`config.mk`:
```
export PLATFORM = sky130hd
export DESIGN_NAME = smb_block_slave
export DESIGN_NICKNAME = d
export VERILOG_FILES = /design/src/rtl/smbx_pkg.sv /design/src/rtl/smbx_deglitch.sv /design/src/rtl/smbx_ctrl.sv /design/src/rtl/smbx_regbank.sv /design/src/rtl/smb_block_slave.sv
export SDC_FILE = /design/constraint.sdc
export NUM_CORES = 1
export LEC_CHECK = 0
export BUFFER_PORTS_ARGS = -buffer_cell sky130_fd_sc_hd__clkbuf_2
export CAP_MARGIN = 20
export CORE_ASPECT_RATIO = 0.8
export CORE_MARGIN = 2
export CORE_UTILIZATION = 50
export DETAILED_ROUTE_END_ITERATION = 8
export PLACE_DENSITY_LB_ADDON = 0.3
export SLEW_MARGIN = 20
export SYNTH_ARGS = -nofsm -noshare
export SYNTH_HDL_FRONTEND = slang
export SYNTH_SLANG_ARGS = --single-unit
```
`constraint.sdc`:
```
create_clock -name clk -period 2.33 [get_ports clk]
set_clock_uncertainty 0.05 [all_clocks]
set_input_delay 0.3495 -clock clk [delete_from_list [all_inputs] [get_ports clk]]
set_output_delay 0.3495 -clock clk [all_outputs]
set_load 0.005 [all_outputs]
```
`src/rtl/smbx_pkg.sv`:
```
package smbx_pkg;

  localparam int IDX_W  = 8;
  localparam int STRAP_W = 5;

  typedef enum logic [2:0] {
    ST_IDLE,
    ST_RX,
    ST_RXACK,
    ST_TX,
    ST_TXACK,
    ST_IGNORE
  } busState_t;

  typedef enum logic [1:0] {
    ROLE_ADDR,
    ROLE_INDEX,
    ROLE_COUNT,
    ROLE_DATA
  } byteRole_t;

  // One-cycle strobes from the bus controller to the register datapath
  typedef struct packed {
    logic       setIndex;
    logic       setCount;
    logic       wrData;
    logic       txData;
    logic [7:0] rxByte;
  } ctrlStrobe_t;

endpackage

```
`src/rtl/smbx_deglitch.sv`:
```
module smbx_deglitch #(
  parameter int FILT_LEN = 3
) (
  input  logic clk,
  input  logic rstN,
  input  logic rawIn,
  output logic clean,
  output logic rise,
  output logic fall
);
  logic [1:0]          syncQ;
  logic [FILT_LEN-1:0] hist;
  logic                cleanD;

  always_ff @(posedge clk) begin
    if (!rstN) begin
      syncQ  <= '1;
      hist   <= '1;
      clean  <= 1'b1;
      cleanD <= 1'b1;
    end else begin
      syncQ  <= {syncQ[0], rawIn};
      hist   <= {hist[FILT_LEN-2:0], syncQ[1]};
      if (&hist)       clean <= 1'b1;
      else if (~|hist) clean <= 1'b0;
      cleanD <= clean;
    end
  end

  assign rise = clean & ~cleanD;
  assign fall = ~clean & cleanD;

endmodule

```
`src/rtl/smbx_ctrl.sv`:
```
module smbx_ctrl
  import smbx_pkg::*;
#(
  parameter logic [6:0] ADDR7    = 7'h69,
  parameter int         FILT_LEN = 3
) (
  input  logic        clk,
  input  logic        rstN,
  input  logic        sclIn,
  input  logic        sdaIn,
  input  logic [7:0]  rdByte,
  input  logic [7:0]  countByte,
  output logic        sdaOe,
  output ctrlStrobe_t stb,
  output busState_t   busState
);
  logic sclF, sclRise, sclFall;
  logic sdaF, sdaRise, sdaFall;

  smbx_deglitch #(.FILT_LEN(FILT_LEN)) uSclFilt (
    .clk(clk), .rstN(rstN), .rawIn(sclIn),
    .clean(sclF), .rise(sclRise), .fall(sclFall)
  );
  smbx_deglitch #(.FILT_LEN(FILT_LEN)) uSdaFilt (
    .clk(clk), .rstN(rstN), .rawIn(sdaIn),
    .clean(sdaF), .rise(sdaRise), .fall(sdaFall)
  );

  logic startDet, stopDet;
  assign startDet = sdaFall & sclF;
  assign stopDet  = sdaRise & sclF;

  busState_t  state;
  byteRole_t  role;
  logic       rw;
  logic       ackd;
  logic [3:0] bitCnt;
  logic [7:0] shReg;
  logic       sdaDrive;

  always_ff @(posedge clk) begin
    if (!rstN) begin
      state    <= ST_IDLE;
      role     <= ROLE_ADDR;
      rw       <= 1'b0;
      ackd     <= 1'b0;
      bitCnt   <= '0;
      shReg    <= '0;
      sdaDrive <= 1'b0;
      stb      <= '0;
    end else begin
      stb <= '0;
      if (startDet) begin
        state    <= ST_RX;
        role     <= ROLE_ADDR;
        bitCnt   <= '0;
        sdaDrive <= 1'b0;
      end else if (stopDet) begin
        state    <= ST_IDLE;
        sdaDrive <= 1'b0;
      end else begin
        case (state)
          ST_RX: begin
            if (sclRise && bitCnt < 4'd8) begin
              shReg  <= {shReg[6:0], sdaF};
              bitCnt <= bitCnt + 4'd1;
            end else if (sclFall && bitCnt == 4'd8) begin
              if (role == ROLE_ADDR && shReg[7:1] != ADDR7) begin
                state <= ST_IGNORE;
              end else begin
                sdaDrive   <= 1'b1;
                state      <= ST_RXACK;
                stb.rxByte <= shReg;
                case (role)
                  ROLE_ADDR:  rw           <= shReg[0];
                  ROLE_INDEX: stb.setIndex <= 1'b1;
                  ROLE_COUNT: stb.setCount <= 1'b1;
                  default:    stb.wrData   <= 1'b1;
                endcase
              end
            end
          end
          ST_RXACK: begin
            if (sclFall) begin
              bitCnt <= '0;
              if (role == ROLE_ADDR && rw) begin
                shReg    <= countByte;
                sdaDrive <= ~countByte[7];
                state    <= ST_TX;
              end else begin
                sdaDrive <= 1'b0;
                state    <= ST_RX;
                case (role)
                  ROLE_ADDR:  role <= ROLE_INDEX;
                  ROLE_INDEX: role <= ROLE_COUNT;
                  default:    role <= ROLE_DATA;
                endcase
              end
            end
          end
          ST_TX: begin
            if (sclFall) begin
              if (bitCnt == 4'd7) begin
                sdaDrive <= 1'b0;
                state    <= ST_TXACK;
              end else begin
                bitCnt   <= bitCnt + 4'd1;
                shReg    <= {shReg[6:0], 1'b0};
                sdaDrive <= ~shReg[6];
              end
            end
          end
          ST_TXACK: begin
            if (sclRise) begin
              ackd <= ~sdaF;
            end else if (sclFall) begin
              if (ackd) begin
                shReg      <= rdByte;
                sdaDrive   <= ~rdByte[7];
                bitCnt     <= '0;
                state      <= ST_TX;
                stb.txData <= 1'b1;
              end else begin
                state <= ST_IGNORE;
              end
            end
          end
          default: ;
        endcase
      end
    end
  end

  assign sdaOe    = sdaDrive;
  assign busState = state;

endmodule

```
`src/rtl/smbx_regbank.sv`:
```
module smbx_regbank
  import smbx_pkg::*;
#(
  parameter int         NUM_REGS    = 16,
  parameter int         CFG_REG     = 4,
  parameter int         STRAP_REG   = 5,
  parameter int         COUNT_REG   = 8,
  parameter logic [7:0] COUNT_RESET = 8'h0F
) (
  input  logic                  clk,
  input  logic                  rstN,
  input  logic [STRAP_W-1:0]    strapFs,
  input  ctrlStrobe_t           stb,
  output logic [7:0]            rdByte,
  output logic [7:0]            countByte,
  output logic [NUM_REGS*8-1:0] regFlat,
  output logic [STRAP_W-1:0]    fsActive,
  output logic                  spreadEn
);
  localparam int SRC_BIT    = 3;
  localparam int SPREAD_BIT = 2;

  logic [IDX_W-1:0] idx;
  logic [7:0]       remain;
  logic             wrEn;

  assign wrEn = stb.wrData && (remain != 8'd0);

  always_ff @(posedge clk) begin
    if (!rstN) begin
      idx    <= '0;
      remain <= '0;
    end else if (stb.setIndex) begin
      idx <= stb.rxByte;
    end else if (stb.setCount) begin
      remain <= stb.rxByte;
    end else if (wrEn) begin
      idx    <= idx + 1'b1;
      remain <= remain - 8'd1;
    end else if (stb.txData) begin
      idx <= idx + 1'b1;
    end
  end

  for (genvar i = 0; i < NUM_REGS; i++) begin : g_reg
    localparam logic [7:0] DFLT = (i == CFG_REG)   ? 8'h04 :
                                  (i == STRAP_REG) ? 8'hE0 :
                                  (i == COUNT_REG) ? COUNT_RESET : 8'h00;
    localparam logic [7:0] RO   = (i == STRAP_REG) ? 8'(2**STRAP_W - 1) : 8'h00;
    logic [7:0] val;
    logic [7:0] resetVal;

    if (i == STRAP_REG) begin : g_strap
      assign resetVal = DFLT | 8'(strapFs);
    end else begin : g_plain
      assign resetVal = DFLT;
    end

    always_ff @(posedge clk) begin
      if (!rstN)
        val <= resetVal;
      else if (wrEn && idx == IDX_W'(i))
        val <= (val & RO) | (stb.rxByte & ~RO);
    end
    assign regFlat[i*8 +: 8] = val;
  end

  always_comb begin
    rdByte = 8'h00;
    for (int i = 0; i < NUM_REGS; i++)
      if (idx == IDX_W'(i)) rdByte = regFlat[i*8 +: 8];
  end

  logic [7:0] cfgReg;
  assign cfgReg    = regFlat[CFG_REG*8 +: 8];
  assign countByte = regFlat[COUNT_REG*8 +: 8];
  assign spreadEn  = cfgReg[SPREAD_BIT];
  assign fsActive  = cfgReg[SRC_BIT] ? {cfgReg[7:4], cfgReg[0]}
                                     : regFlat[STRAP_REG*8 +: STRAP_W];

endmodule

```
`src/rtl/smb_block_slave.sv`:
```
module smb_block_slave
  import smbx_pkg::*;
#(
  parameter int         NUM_REGS    = 16,
  parameter logic [6:0] ADDR7       = 7'h69,
  parameter int         FILT_LEN    = 3,
  parameter int         CFG_REG     = 4,
  parameter int         STRAP_REG   = 5,
  parameter int         COUNT_REG   = 8,
  parameter logic [7:0] COUNT_RESET = 8'h0F
) (
  input  logic                  clk,
  input  logic                  rstN,
  input  logic                  sclIn,
  input  logic                  sdaIn,
  output logic                  sdaOe,
  input  logic [4:0]            strapFs,
  output logic [NUM_REGS*8-1:0] regFlat,
  output logic [4:0]            fsActive,
  output logic                  spreadEn
);
  ctrlStrobe_t stb;
  busState_t   ctrlState;
  logic [7:0]  rdByte;
  logic [7:0]  countByte;

  smbx_ctrl #(.ADDR7(ADDR7), .FILT_LEN(FILT_LEN)) uCtrl (
    .clk(clk), .rstN(rstN), .sclIn(sclIn), .sdaIn(sdaIn),
    .rdByte(rdByte), .countByte(countByte),
    .sdaOe(sdaOe), .stb(stb), .busState(ctrlState)
  );

  smbx_regbank #(
    .NUM_REGS(NUM_REGS), .CFG_REG(CFG_REG), .STRAP_REG(STRAP_REG),
    .COUNT_REG(COUNT_REG), .COUNT_RESET(COUNT_RESET)
  ) uBank (
    .clk(clk), .rstN(rstN), .strapFs(strapFs), .stb(stb),
    .rdByte(rdByte), .countByte(countByte), .regFlat(regFlat),
    .fsActive(fsActive), .spreadEn(spreadEn)
  );

endmodule

```
* Yosys cells after proc, flatten, opt, wreduce, memory -nomap -nowiden
Index checks and enable logic that the tools add are counted.
Word-level totals: register bits after elaboration 190, word-level logic and storage cells 234, input port bits 9, output and inout port bits 135
Operators by class: $lt $le $gt $ge 1, equal/unequal tests 45, muxes and demuxes 71, add/subtract/negate cells 3, reductions and logical operators 49, bitwise gates (word level) 25
Operators with widths (count):
- two-way mux 8 bit | 30
- equality test 8 x 4 -> 1 bit (second input constant) | 8
- equality test 8 x 3 -> 1 bit (second input constant) | 4
- case mux 8 bit (4 select lines) | 1
- two-way mux 4 bit | 7
- two-way mux 3 bit | 9
- logical AND 1 bit | 21
- inequality test 2 x 1 -> 1 bit (second input constant) | 10
- inequality test 4 x 1 -> 1 bit (second input constant) | 5
- NOT 1 bit | 18
- AND reduction 9 bit | 2
- equality test 8 x 2 -> 1 bit (second input constant) | 2
- two-way mux 1 bit | 16
- case mux 4 bit (4 select lines) | 1
- AND reduction 8 bit | 2
- two-way mux 5 bit | 3
- case mux 3 bit (4 select lines) | 1
- OR reduction 3 bit | 4
- AND reduction 11 bit | 1
- adder 8 x 1 -> 8 bit (second input constant) | 1
- equality test 8 x 1 -> 1 bit (second input constant) | 1
- logical NOT 8 bit | 1
- inequality test 2 bit (second input constant) | 4
- bitwise OR 5 x 8 -> 8 bit | 1
- 30 further kinds | 41

* Longest topological paths before layout
Gate-level depths: netlist of run 1.
depth after elaboration 22, depth in mapped cells 11, depth with buffers taken out 8

* Cells and area by module
From an unflattened synthesis of run 1, not the netlist that was laid out.
Unflattened totals: cells, all modules 1126, area total of the unflattened synthesis 9385.3 um2
Modules (own cells, without submodules):
- smbx_regbank | area an instance 7268.2 um2, instances 1, sequential area each 2932.8 um2, cells an instance 900
- smbx_ctrl | area an instance 1686.6 um2, instances 1, sequential area each 640.6 um2, cells an instance 190
- smbx_deglitch | area an instance 215.2 um2, instances 2, sequential area each 140.1 um2, cells an instance 18

* Least setup slack after synthesis of run 1
Ideal clock, no wire load.
path type flip-flop to flip-flop, start point register uBank.remain[0], end point register uBank.remain[0], period minus slack after synthesis 2.322 ns, data required time 2.148 ns, slack 0.008 ns, buffers on the path 2, stages on the path, launching flop included 11, arrival time 2.140 ns, path through dfxtp_1 inv_1 ha_1 or3b_2 o41ai_4 buf_6 a21o_1 buf_4 nor3_1 a21oi_1 a21oi_1
Between the ends: longest elaborated chain between the ends 4, elaborated cells on any way between the ends 7, those cells by class add/sub (1); mux (2); reduce/logical (4)
Ends and longest elaborated chain:
- start: declaration | line smbx_regbank.sv:24 | logic [7:0] remain;
- start signal: assignment | line smbx_regbank.sv:36 | remain <= stb.rxByte;
- start signal: assignment | line smbx_regbank.sv:39 | remain <= remain - 8'd1;
- branches (longest 4 deep; another with subtractor 8 x 1 -> 8 bit)
Several ways; the timed one is not identified. The select of a mux whose other input is x is not followed. A chain may end at the register's enable or synchronous reset.

* Worst setup path after layout of run 1
start point register uBank.idx[7], end point register uCtrl.shReg[0]
Between the ends: longest elaborated chain between the ends 21, elaborated cells on any way between the ends 36, those cells by class eq/ne (15); mux (20); reduce/logical (1)
Ends and longest elaborated chain:
- start: declaration | line smbx_regbank.sv:23 | logic [IDX_W-1:0] idx;
- start signal: assignment | line smbx_regbank.sv:34 | idx <= stb.rxByte;
- start signal: assignment | line smbx_regbank.sv:38 | idx <= idx + 1'b1;
- start signal: assignment | line smbx_regbank.sv:41 | idx <= idx + 1'b1;
- logical NOT 8 bit | line smbx_regbank.sv:71 | if (idx == IDX_W'(i)) rdByte = regFlat[i*8 +: 8];
- two-way mux 8 bit (15 in series) | line smbx_regbank.sv:71
- two-way mux 8 bit (*) | line smbx_regbank.sv:71
- two-way mux 8 bit (*) | line smbx_ctrl.sv:117 | if (ackd) begin
- two-way mux 8 bit (*) | line smbx_ctrl.sv:116 | end else if (sclFall) begin
- two-way mux 8 bit (*) | line smbx_ctrl.sv:114 | if (sclRise) begin
- case mux 8 bit (4 select lines) (*) | line smbx_ctrl.sv:62 | case (state)
- end signal: assignment | line smbx_ctrl.sv:65 | shReg <= {shReg[6:0], sdaF};
- end signal: assignment | line smbx_ctrl.sv:108 | shReg <= {shReg[6:0], 1'b0};
- end signal: assignment | line smbx_ctrl.sv:118 | shReg <= rdByte;
- end: declaration | line smbx_ctrl.sv:38 | logic [7:0] shReg;
Mark *: on every way between the ends. The rest lies on a longest branch, timed or not. The select of a mux whose other input is x is not followed.

==> qor.yml, run 1 <==
yosys:
  yosysWarnings: 0
  synth-xor-area-share: 0.00636
  async_flop_share: 0
  syn_area_um2: 9640
  synth-compound-area-share: 0.181
  synth_area_per_cell_um2: 8.41
  synth_cell_types: 81
  muxShareOfSynthArea: 0.116
  synth_edf_count: 5
  synth_top_family_by_area: "simple AND/OR/NAND/NOR gates"
  synthFlopType: "dfxtp_1"
  synth.net_count: 1162
  postSynthCellCount: 1146
  seq_area_frac_synth: 0.400
  ys_ff_latch: 190
  synth-adder-area-share: 0.00909
  yosys.area_share.simple: 0.237
layout:
  layout_common_cells: "dfxtp_1, nor2_1, buf_4"
  area_delta_synth_final_pct: 28.8
  stdcell_area_um2: 12400
  drive_gt1_frac: 0.292
  final_common_cell: "dfxtp_1"
  fin_nets: 1391
  layoutNonFillerInstCount: 1647
  fin_util: 0.656
sta:
  worst_slew_pin_slew_ps: 899
  holdWs_ps: 27.8
  max_freq_ghz: 0.414
  hold_violations: 0
  period_minus_slack_ps: 2420
  rsz0062_at_grt: "yes"
  relSlewSlack: 0.394
  fin_crit_sh: 1.04
  setup_ws_ps: -86.6
  finalSetupViolations: 5
  drv_slew: 0
floorplan:
  die_h_um: 128
  ios: 144
  start_util: 0.510
  dieWidth_um: 159
  design.core.area_um2: 18900
  die_area_um2: 20400
  rows: 45
placed_design:
  dp_cells: 1594
  dp_hpwl_um: 26900
  io_buffers: 143
  gp_congestion: 1.11
  dpl_cell_area_um2: 11500
setup_path:
  slowest_delay_ps: 660
  critical-path-slowest-cell: "or4_4"
  critPathArrivalTime_ps: 2680
  worstPathRequired_ps: 2590
  worstPathMaxFanout: 10
  end_kind: "flop"
  worstSetupPathType: "flop to flop"
  crit_chain: "or4_4 -> or4_1 -> nand4_1 -> nor2_1 -> a2111oi_2 -> o31ai_1"
  start_kind: "flop"
  crit_start: "uBank.idx[7]"
  reg2reg_from: "uBank.idx[7]"
clocking:
  cts_inserted_buffers: 17
  clk-insertion-delay-late_ps: 450
  cts_tree: "done"
  clk_pin_slew_ps: 80
  holdBufCountCts: 0
  clockRootBuffer: "clkbuf_16"
  clkSinkCount: 190
  htreeDepth: 4
  cts_buffer_depth: 2
worst_hold_path:
  hp-start: "sclIn"
  min_path_type: "input pin to flop"
drt:
  viasPerCell: 6.09
  drc: 0
  drtPass1Iterations: 6
  drt-initial-drc-count: 1247
  wirelength_um: 36500
  avgRoutedWirePerCell_um: 22.1
  ant_nets: 0
  via_count: 10000
run:
  drv_cap: 0
global_routing:
  overflow: 0
  grt_usage: 0.348
  grt_antenna_before_repair: 1
  grt_pass1_wl_um: 54200
  grt_pass1_vias: 8907
  grt_max_degree: 85
status:
  status: "finished with violations"
  failed_checks: "negative setup slack"
pwr:
  peakVddDrop_mv: 0.380
  power_mw: 6.22
  power_density_nw_per_um2: 501
  leakagePower_nw: 5.01
## repair_timing
action                     in CTS  in global routing
setup endpoints to repair     109                 73
resized for setup              11                 33
gates cloned                    0                  1
buffers inserted               10                  9
pin swaps                      11                  8
## logic make-up after synthesis
logic type | Yosys count
AND/OR/NAND/NOR | 450
AO/OA/AOI/OAI | 265
flip-flops | 190
buffers and inverters | 116
multiplexers | 111
XOR/XNOR | 7
adder cells (fa/ha/maj) | 7
## power by group
part           internal (mW)  leakage [nW]  switching [mW]
Clock                   1.41         0.272            1.43
Combinational         0.0329          3.20          0.0676
Sequential              3.27          1.54          0.0127
Total                   4.71          5.01            1.51
## metal layers
layer  track usage  part of all wire  vias up  routed length, µm
met2         0.497              0.41      657              15100
li1              -                 -     4538                  -
met5             0                 0        -                  0
met3         0.106              0.13       71               4770
met4         0.101             0.020        0                734
met1         0.505              0.43     4770              15900
## synthesized netlist by cell type (all sizes together), types with 3 or more instances
cell,n,area (µm²)
a21o,5,37.5
nand3b,7,52.6
and3,19,119
clkbuf,67,257
dfxtp,185,3700
a31oi,12,75.1
nor3,33,299
a21oi,85,425
a22oi,9,67.6
a311oi,6,52.6
o31ai,5,37.5
o21bai,3,22.5
nand2b,24,150
o22ai,9,56.3
a211oi,8,60.1
a221o,4,40.0
o21ai,51,255
mux2i,106,1060
o211ai,12,90.1
or4,5,41.3
o221ai,11,96.3
a2bb2oi,8,70.1
a211o,4,35.0
edfxtp,5,150
a32oi,4,35.0
nor3b,3,22.5
inv,19,71.3
nor2,171,652
or2,10,62.6
nand2,99,374
nand3,29,145
xnor2,4,35.0
nor4,5,52.6
and2,6,37.5
nand4,9,56.3
o21a,3,22.5
buf,29,160
o2111ai,6,52.6
ha,7,87.6
mux2,5,56.3
and4,5,43.8
xor2,3,26.3
nor2b,15,93.8
## flip-flops by register name (all words and copies together) (netlist names), 3 cells and up
register,flops
uBank.g.val,112
uCtrl.stb,12
uBank.cfgReg,8
uBank.countByte,8
uBank.idx,8
uBank.remain,8
uCtrl.shReg,8
uCtrl.bitCnt,4
uCtrl.busState,3
uCtrl.uSclFilt.hist,3
uCtrl.uSdaFilt.hist,3
## worst paths after layout
path	end	slack, ps	cells after the start
setup / recovery	uCtrl.shReg[0]	-90	6
hold / removal	uCtrl.uSclFilt.syncQ[0]	30	2
setup reg to reg	uCtrl.shReg[0]	-90	6
hold reg to reg	uCtrl.uSclFilt.syncQ[1]	360	1
## critical path: cells and delay by family (launching register included)
kind            cells  cell delay (ps)
compound gates      2              470
flops               1              330
simple gates        4             1460
## area by class of cell
type                    instances  area (µm²)
flip-flops and latches        190        3860
repair buffers                306        2150
multi-input cells             840        5450
clock inverters                14         123
fillers                      1663        6500
clock buffers                  18         429
diodes                          1        2.50
inverters                      20        81.3
well taps                     258         323
## metrics by stage
| stage | setup slack (ps) | TNS, ps |
|---|---|---|
| final | -86.6 | -187 |
| after global routing | -139 | -796 |
| after CTS | -81.0 | -266 |
| after detailed placement | -115 | -475 |
| after global placement | -142 | -230 |
| after floorplan | 7.75 | 0 |
(Power assumes the default switching activity.)
==> inputs of run 2 (changes only) <==
--- a/config.mk
+++ b/config.mk
@@ -12,6 +12,7 @@
 export CORE_UTILIZATION = 50
 export DETAILED_ROUTE_END_ITERATION = 8
 export PLACE_DENSITY_LB_ADDON = 0.3
+export SKIP_LAST_GASP = 1
 export SLEW_MARGIN = 20
 export SYNTH_ARGS = -nofsm -noshare
 export SYNTH_HDL_FRONTEND = slang
==> run 2 against run 1 <==
Compared with the run above: the flow still finishes with violations (negative setup slack); total power rose by 0.13%; via count barely moved; core utilization fell by 0.13 points; flip-flop and latch count did not move; count of clock-buffer cells in the layout did not move; critical path type unchanged.
==> qor.yml, run 2 (synthesis gave the netlist of run 1 again) <==
layout:
  drive_gt1_frac: 0.291
  area_delta_synth_final_pct: 28.6
  layoutNonFillerInstCount: 1647
  multi_input_area_um2: 5430
  largest-register: "uBank.g.val"
  top_regs: "uBank.g.val: 112 flops, uCtrl.stb: 12 flops"
  final_common_cell: "dfxtp_1"
  largest_reg_flops: 112
  fin_nets: 1391
  seq_area_um2: 3860
  layout_common_cells: "dfxtp_1, nor2_1, buf_4"
  nFillCells: 1673
setup_path:
  start_kind: "flop"
  end_kind: "flop"
  worstPathRequired_ps: 2620
  worstPathMaxFanout: 21
  critPathArrivalTime_ps: 2750
  worstSetupPathType: "flop to flop"
sta:
  setup_ws_ps: -125
  relSlewSlack: 0.392
  worst_slew_pin_slew_ps: 902
  drv_slew: 0
  period_minus_slack_ps: 2450
  hold_violations: 0
  finalSetupViolations: 4
  fin_crit_sh: 1.05
  setup_tns_ps: -231
  max_freq_ghz: 0.407
  rsz0062_at_grt: "yes"
drt:
  ant_nets: 0
  via_count: 10000
  drc: 0
  drtPass1Iterations: 6
  viasPerCell: 6.10
  avgRoutedWirePerCell_um: 22.2
  drt-initial-drc-count: 1348
  wirelength_um: 36500
pwr:
  switching_share: 0.243
  clockPowerShare: 0.457
  power_density_nw_per_um2: 503
  p_comb_frac: 0.016
  power_mw: 6.23
  p_switching_mw: 1.52
  pwr-share-seq: 0.527
  peakVddDrop_mv: 0.382
  leakagePower_nw: 5.02
  power.internal_mw: 4.71
clocking:
  cts_tree: "done"
  holdBufCountCts: 0
  clk_pin_slew_ps: 80
  cts_buffer_depth: 2
  clkSinkCount: 190
  cts_inserted_buffers: 17
  htreeDepth: 4
  clockRootBuffer: "clkbuf_16"
  clk-insertion-delay-late_ps: 450
placed_design:
  dp_cells: 1594
  gp_congestion: 1.11
  io_buffers: 143
  dp_hpwl_um: 26900
global_routing:
  grt_antenna_before_repair: 1
  grt_usage: 0.348
  grt_max_degree: 85
  overflow: 0
  grt_pass1_wl_um: 54100
  grt_pass1_vias: 8908
floorplan:
  die_h_um: 128
  dieWidth_um: 159
  rows: 45
  ios: 144
  die_area_um2: 20400
  design.core.area_um2: 18900
  start_util: 0.510
worst_hold_path:
  min_path_type: "input pin to flop"
status:
  status: "finished with violations"
  failed_checks: "negative setup slack"
run:
  drv_cap: 0
[run 2: cell counts in the layout (fill, tap and decap cells not counted)]
No cell type changed its count.
[run 2: metal layers]
metal	up-vias	wire, µm	global-route usage
li1	4547	-	-
met1	4762	15700	0.504
met2	666	15100	0.498
met3	69	5000	0.106
met4	0	756	0.101
met5	-	0	0
[run 2: repair_timing]
action                     in CTS  in global routing
setup endpoints to repair     109                114
pin swaps                       9                  8
cloned                          0                  1
setup buffers                  10                  9
resized for setup               9                 32
hold endpoints to repair        0                  0
[run 2: cell type report]
type | instances | area share
diodes | 1 | 0.000202
clock inverters | 14 | 0.00989
flip-flops and latches | 190 | 0.311
inverters | 20 | 0.00656
multi-input cells | 840 | 0.438
well taps | 258 | 0.0260
repair buffers | 306 | 0.174
clock buffers | 18 | 0.0346
[run 2: per-stage QoR]
stage	worst slack, ps	hold slack, ps	util	area [µm²]
6_report	-125	23.8	0.655	12400
5_1_grt	-142	31.6	0.655	12400
4_1_cts	-86.3	13.4	0.643	12200
3_5_place_dp	-115	346	0.605	11500
3_3_place_gp	-142	340	0.605	11500
2_1_floorplan	7.75	336	-	9640
[run 2: path summary, 6_finish.rpt]
| check | start | to | slack (ps) | depth (start not counted) |
|---|---|---|---|---|
| worst min register to register | uCtrl.uSclFilt.syncQ[0] | uCtrl.uSclFilt.syncQ[1] | 360 | 1 |
| worst min-delay path | sclIn | uCtrl.uSclFilt.syncQ[0] | 20 | 2 |
| worst max register to register | uBank.idx[1] | uCtrl.shReg[6] | -120 | 9 |
| worst max-delay path | uBank.idx[1] | uCtrl.shReg[6] | -120 | 9 |
[run 2: power by group through the flow]
stage | clock [mW] | sequential [mW] | combinational [mW]
floorplan | 0 | 3.35 | 0.0599
global placement | 0 | 3.36 | 0.0997
detailed placement | 0 | 3.36 | 0.0988
CTS | 2.85 | 3.28 | 0.0997
global route | 2.98 | 3.28 | 0.110
finish | 2.85 | 3.28 | 0.100
[run 2: critical path: stages, from the launching register on]
cell and delay (ps):
dfxtp_2 350, inv_1 70, ha_1 270, buf_4 310, nand3_1 280, nor2_2 260, a211o_1 200, a211oi_1 90
buf_4 150, o41ai_1 310
==> inputs of run 3 (changes only) <==
--- a/config.mk
+++ b/config.mk
@@ -7,9 +7,10 @@
 export LEC_CHECK = 0
 export BUFFER_PORTS_ARGS = -buffer_cell sky130_fd_sc_hd__clkbuf_2
 export CAP_MARGIN = 20
+export CELL_PAD_IN_SITES_DETAIL_PLACEMENT = 2
+export CELL_PAD_IN_SITES_GLOBAL_PLACEMENT = 2
 export CORE_ASPECT_RATIO = 0.8
-export CORE_MARGIN = 2
-export CORE_UTILIZATION = 50
+export CORE_UTILIZATION = 31
 export DETAILED_ROUTE_END_ITERATION = 8
 export PLACE_DENSITY_LB_ADDON = 0.3
 export SKIP_LAST_GASP = 1
==> run 3 against run 2 <==
Compared with the run above: the run still ends with negative setup slack left; count of clock-buffer cells in the layout is the same; setup slack improved by 66 ps; register-to-register slack improved by 70 ps; clock power grew 3%; die area grew 56%; cell area is 6.9% higher; core utilization fell by 22 points; flip-flop and latch count did not move; critical endpoint is now uCtrl.shReg[0]; critical path type unchanged; hold slack got worse by 2.9 ps; wire length is 33% higher; critical path depth fell by 3.
==> qor.yml, run 3 (synthesis gave the netlist of run 1 again) <==
clocking:
  clkSinkCount: 190
  cts_buffer_depth: 2
  clockRootBuffer: "clkbuf_16"
  clk-insertion-delay-late_ps: 460
  htreeDepth: 4
  clk_pin_slew_ps: 80
  cts_inserted_buffers: 17
  cts_tree: "done"
setup_path:
  critPathArrivalTime_ps: 2680
  start_kind: "flop"
  ff2ff_path_depth: 6
  cp_num_buf_inv: 0
  cp.depth: 6
  end_kind: "flop"
  worstPathRequired_ps: 2620
  worstSetupPathType: "flop to flop"
  slowest_delay_ps: 610
  worstPathMaxFanout: 4
  path_delay_family: "simple AND/OR/NAND/NOR gates"
  critical-path-slowest-cell: "or4_4"
  crit_chain: "or4_4 -> or4_4 -> nand4_1 -> nor2_1 -> a2111oi_2 -> o31ai_1"
  crit_top_cell: "or4_4"
sta:
  hold_violations: 0
  worst_slew_pin_slew_ps: 870
  period_minus_slack_ps: 2390
  fin_crit_sh: 1.03
  max_freq_ghz: 0.419
  rsz0062_at_grt: "yes"
  relSlewSlack: 0.414
  drv_slew: 0
  setup_tns_ps: -125
  setup_ws_ps: -59.3
  finalSetupViolations: 3
drt:
  avgRoutedWirePerCell_um: 26.6
  ant_nets: 0
  viasPerCell: 5.69
  drc: 0
  wl_met2_um: 21700
  drt-initial-drc-count: 784
  wl_met3_um: 2870
  wl_met1_um: 23100
  via_count: 10400
  drtPass1Iterations: 5
  wirelength_um: 48500
  top_layer: "met4"
global_routing:
  grt_pass1_wl_um: 72000
  grt_antenna_before_repair: 0
  grt_max_degree: 70
  overflow: 0
  grt_pass1_vias: 10700
  grt_usage: 0.305
floorplan:
  die_h_um: 160
  die_area_um2: 31800
  dieWidth_um: 199
  ios: 144
  design.core.area_um2: 30500
  rows: 57
  start_util: 0.317
layout:
  largest-register: "uBank.g.val"
  drive_gt1_frac: 0.345
  n_antenna_cell: 0
  top_regs: "uBank.g.val: 112 flops, uCtrl.stb: 12 flops"
  area_delta_synth_final_pct: 37.5
  fin_nets: 1414
  final_common_cell: "dfxtp_1"
  stdcell_area_um2: 13300
  layout_common_cells: "dfxtp_1, nor2_1, buf_4"
  largest_reg_flops: 112
  fin_util: 0.435
  nFillCells: 3402
placed_design:
  io_buffers: 143
  pre_cts_ws_ps: -286
  dpl_cell_area_um2: 11800
  gp_congestion: 0.940
  dp_hpwl_um: 34700
pwr:
  peakVddDrop_mv: 0.384
  power_mw: 6.32
  leakagePower_nw: 5.21
  power_density_nw_per_um2: 477
worst_hold_path:
  min_path_type: "input pin to flop"
  hold_depth: 2
status:
  status: "finished with violations"
  failed_checks: "negative setup slack"
run:
  drv_cap: 0
[run 3: report_power, final]
part | internal (mW) | switching [mW] | leakage [nW]
logic | 0.0355 | 0.0741 | 3.39
clock network | 1.44 | 1.50 | 0.276
registers | 3.27 | 0.0117 | 1.54
total | 4.74 | 1.58 | 5.21
[run 3: area by class of cell]
class,instances,area [µm²],area share
multi-input cells,840,5780,0.436
flip-flops and latches,190,3870,0.292
clock buffers,18,439,0.0331
repair buffers,329,2450,0.185
inverters,20,77.6,0.00585
clock inverters,13,124,0.00935
well taps,413,517,0.0390
[run 3: timing repair]
item	4_1_cts	5_1_grt
hold buffers	0	0
cloned	2	0
setup endpoints to repair	117	91
resized for setup	61	64
setup buffers	13	9
pin swaps	21	33
hold endpoints to repair	0	0
[run 3: worst register-to-register path: stages (launching register included)]
cell,delay [ps]
dfxtp_4,370
or4_4,610
or4_4,510
nand4_1,230
nor2_1,90
a2111oi_2,290
o31ai_1,120
[run 3: layer usage]
metal | track usage | up-vias
met3 | 0.0401 | 55
met4 | 0.0759 | 0
met1 | 0.445 | 5360
met5 | 0 | -
met2 | 0.471 | 363
li1 | - | 4591
[run 3: final timing paths]
check	endpoint	from	slack (ps)
setup / recovery	uCtrl.shReg[0]	uBank.idx[4]	-60
hold / removal	uCtrl.uSclFilt.syncQ[0]	sclIn	20
setup reg to reg	uCtrl.shReg[0]	uBank.idx[4]	-60
hold reg to reg	uCtrl.uSclFilt.syncQ[1]	uCtrl.uSclFilt.syncQ[0]	360
[run 3: metrics by stage]
step	cells	hold WS (ps)
2_1_floorplan	1146	336
3_3_place_gp	1770	341
3_5_place_dp	1770	347
4_1_cts	1815	10.3
5_1_grt	1823	28.5
6_report	1823	20.8
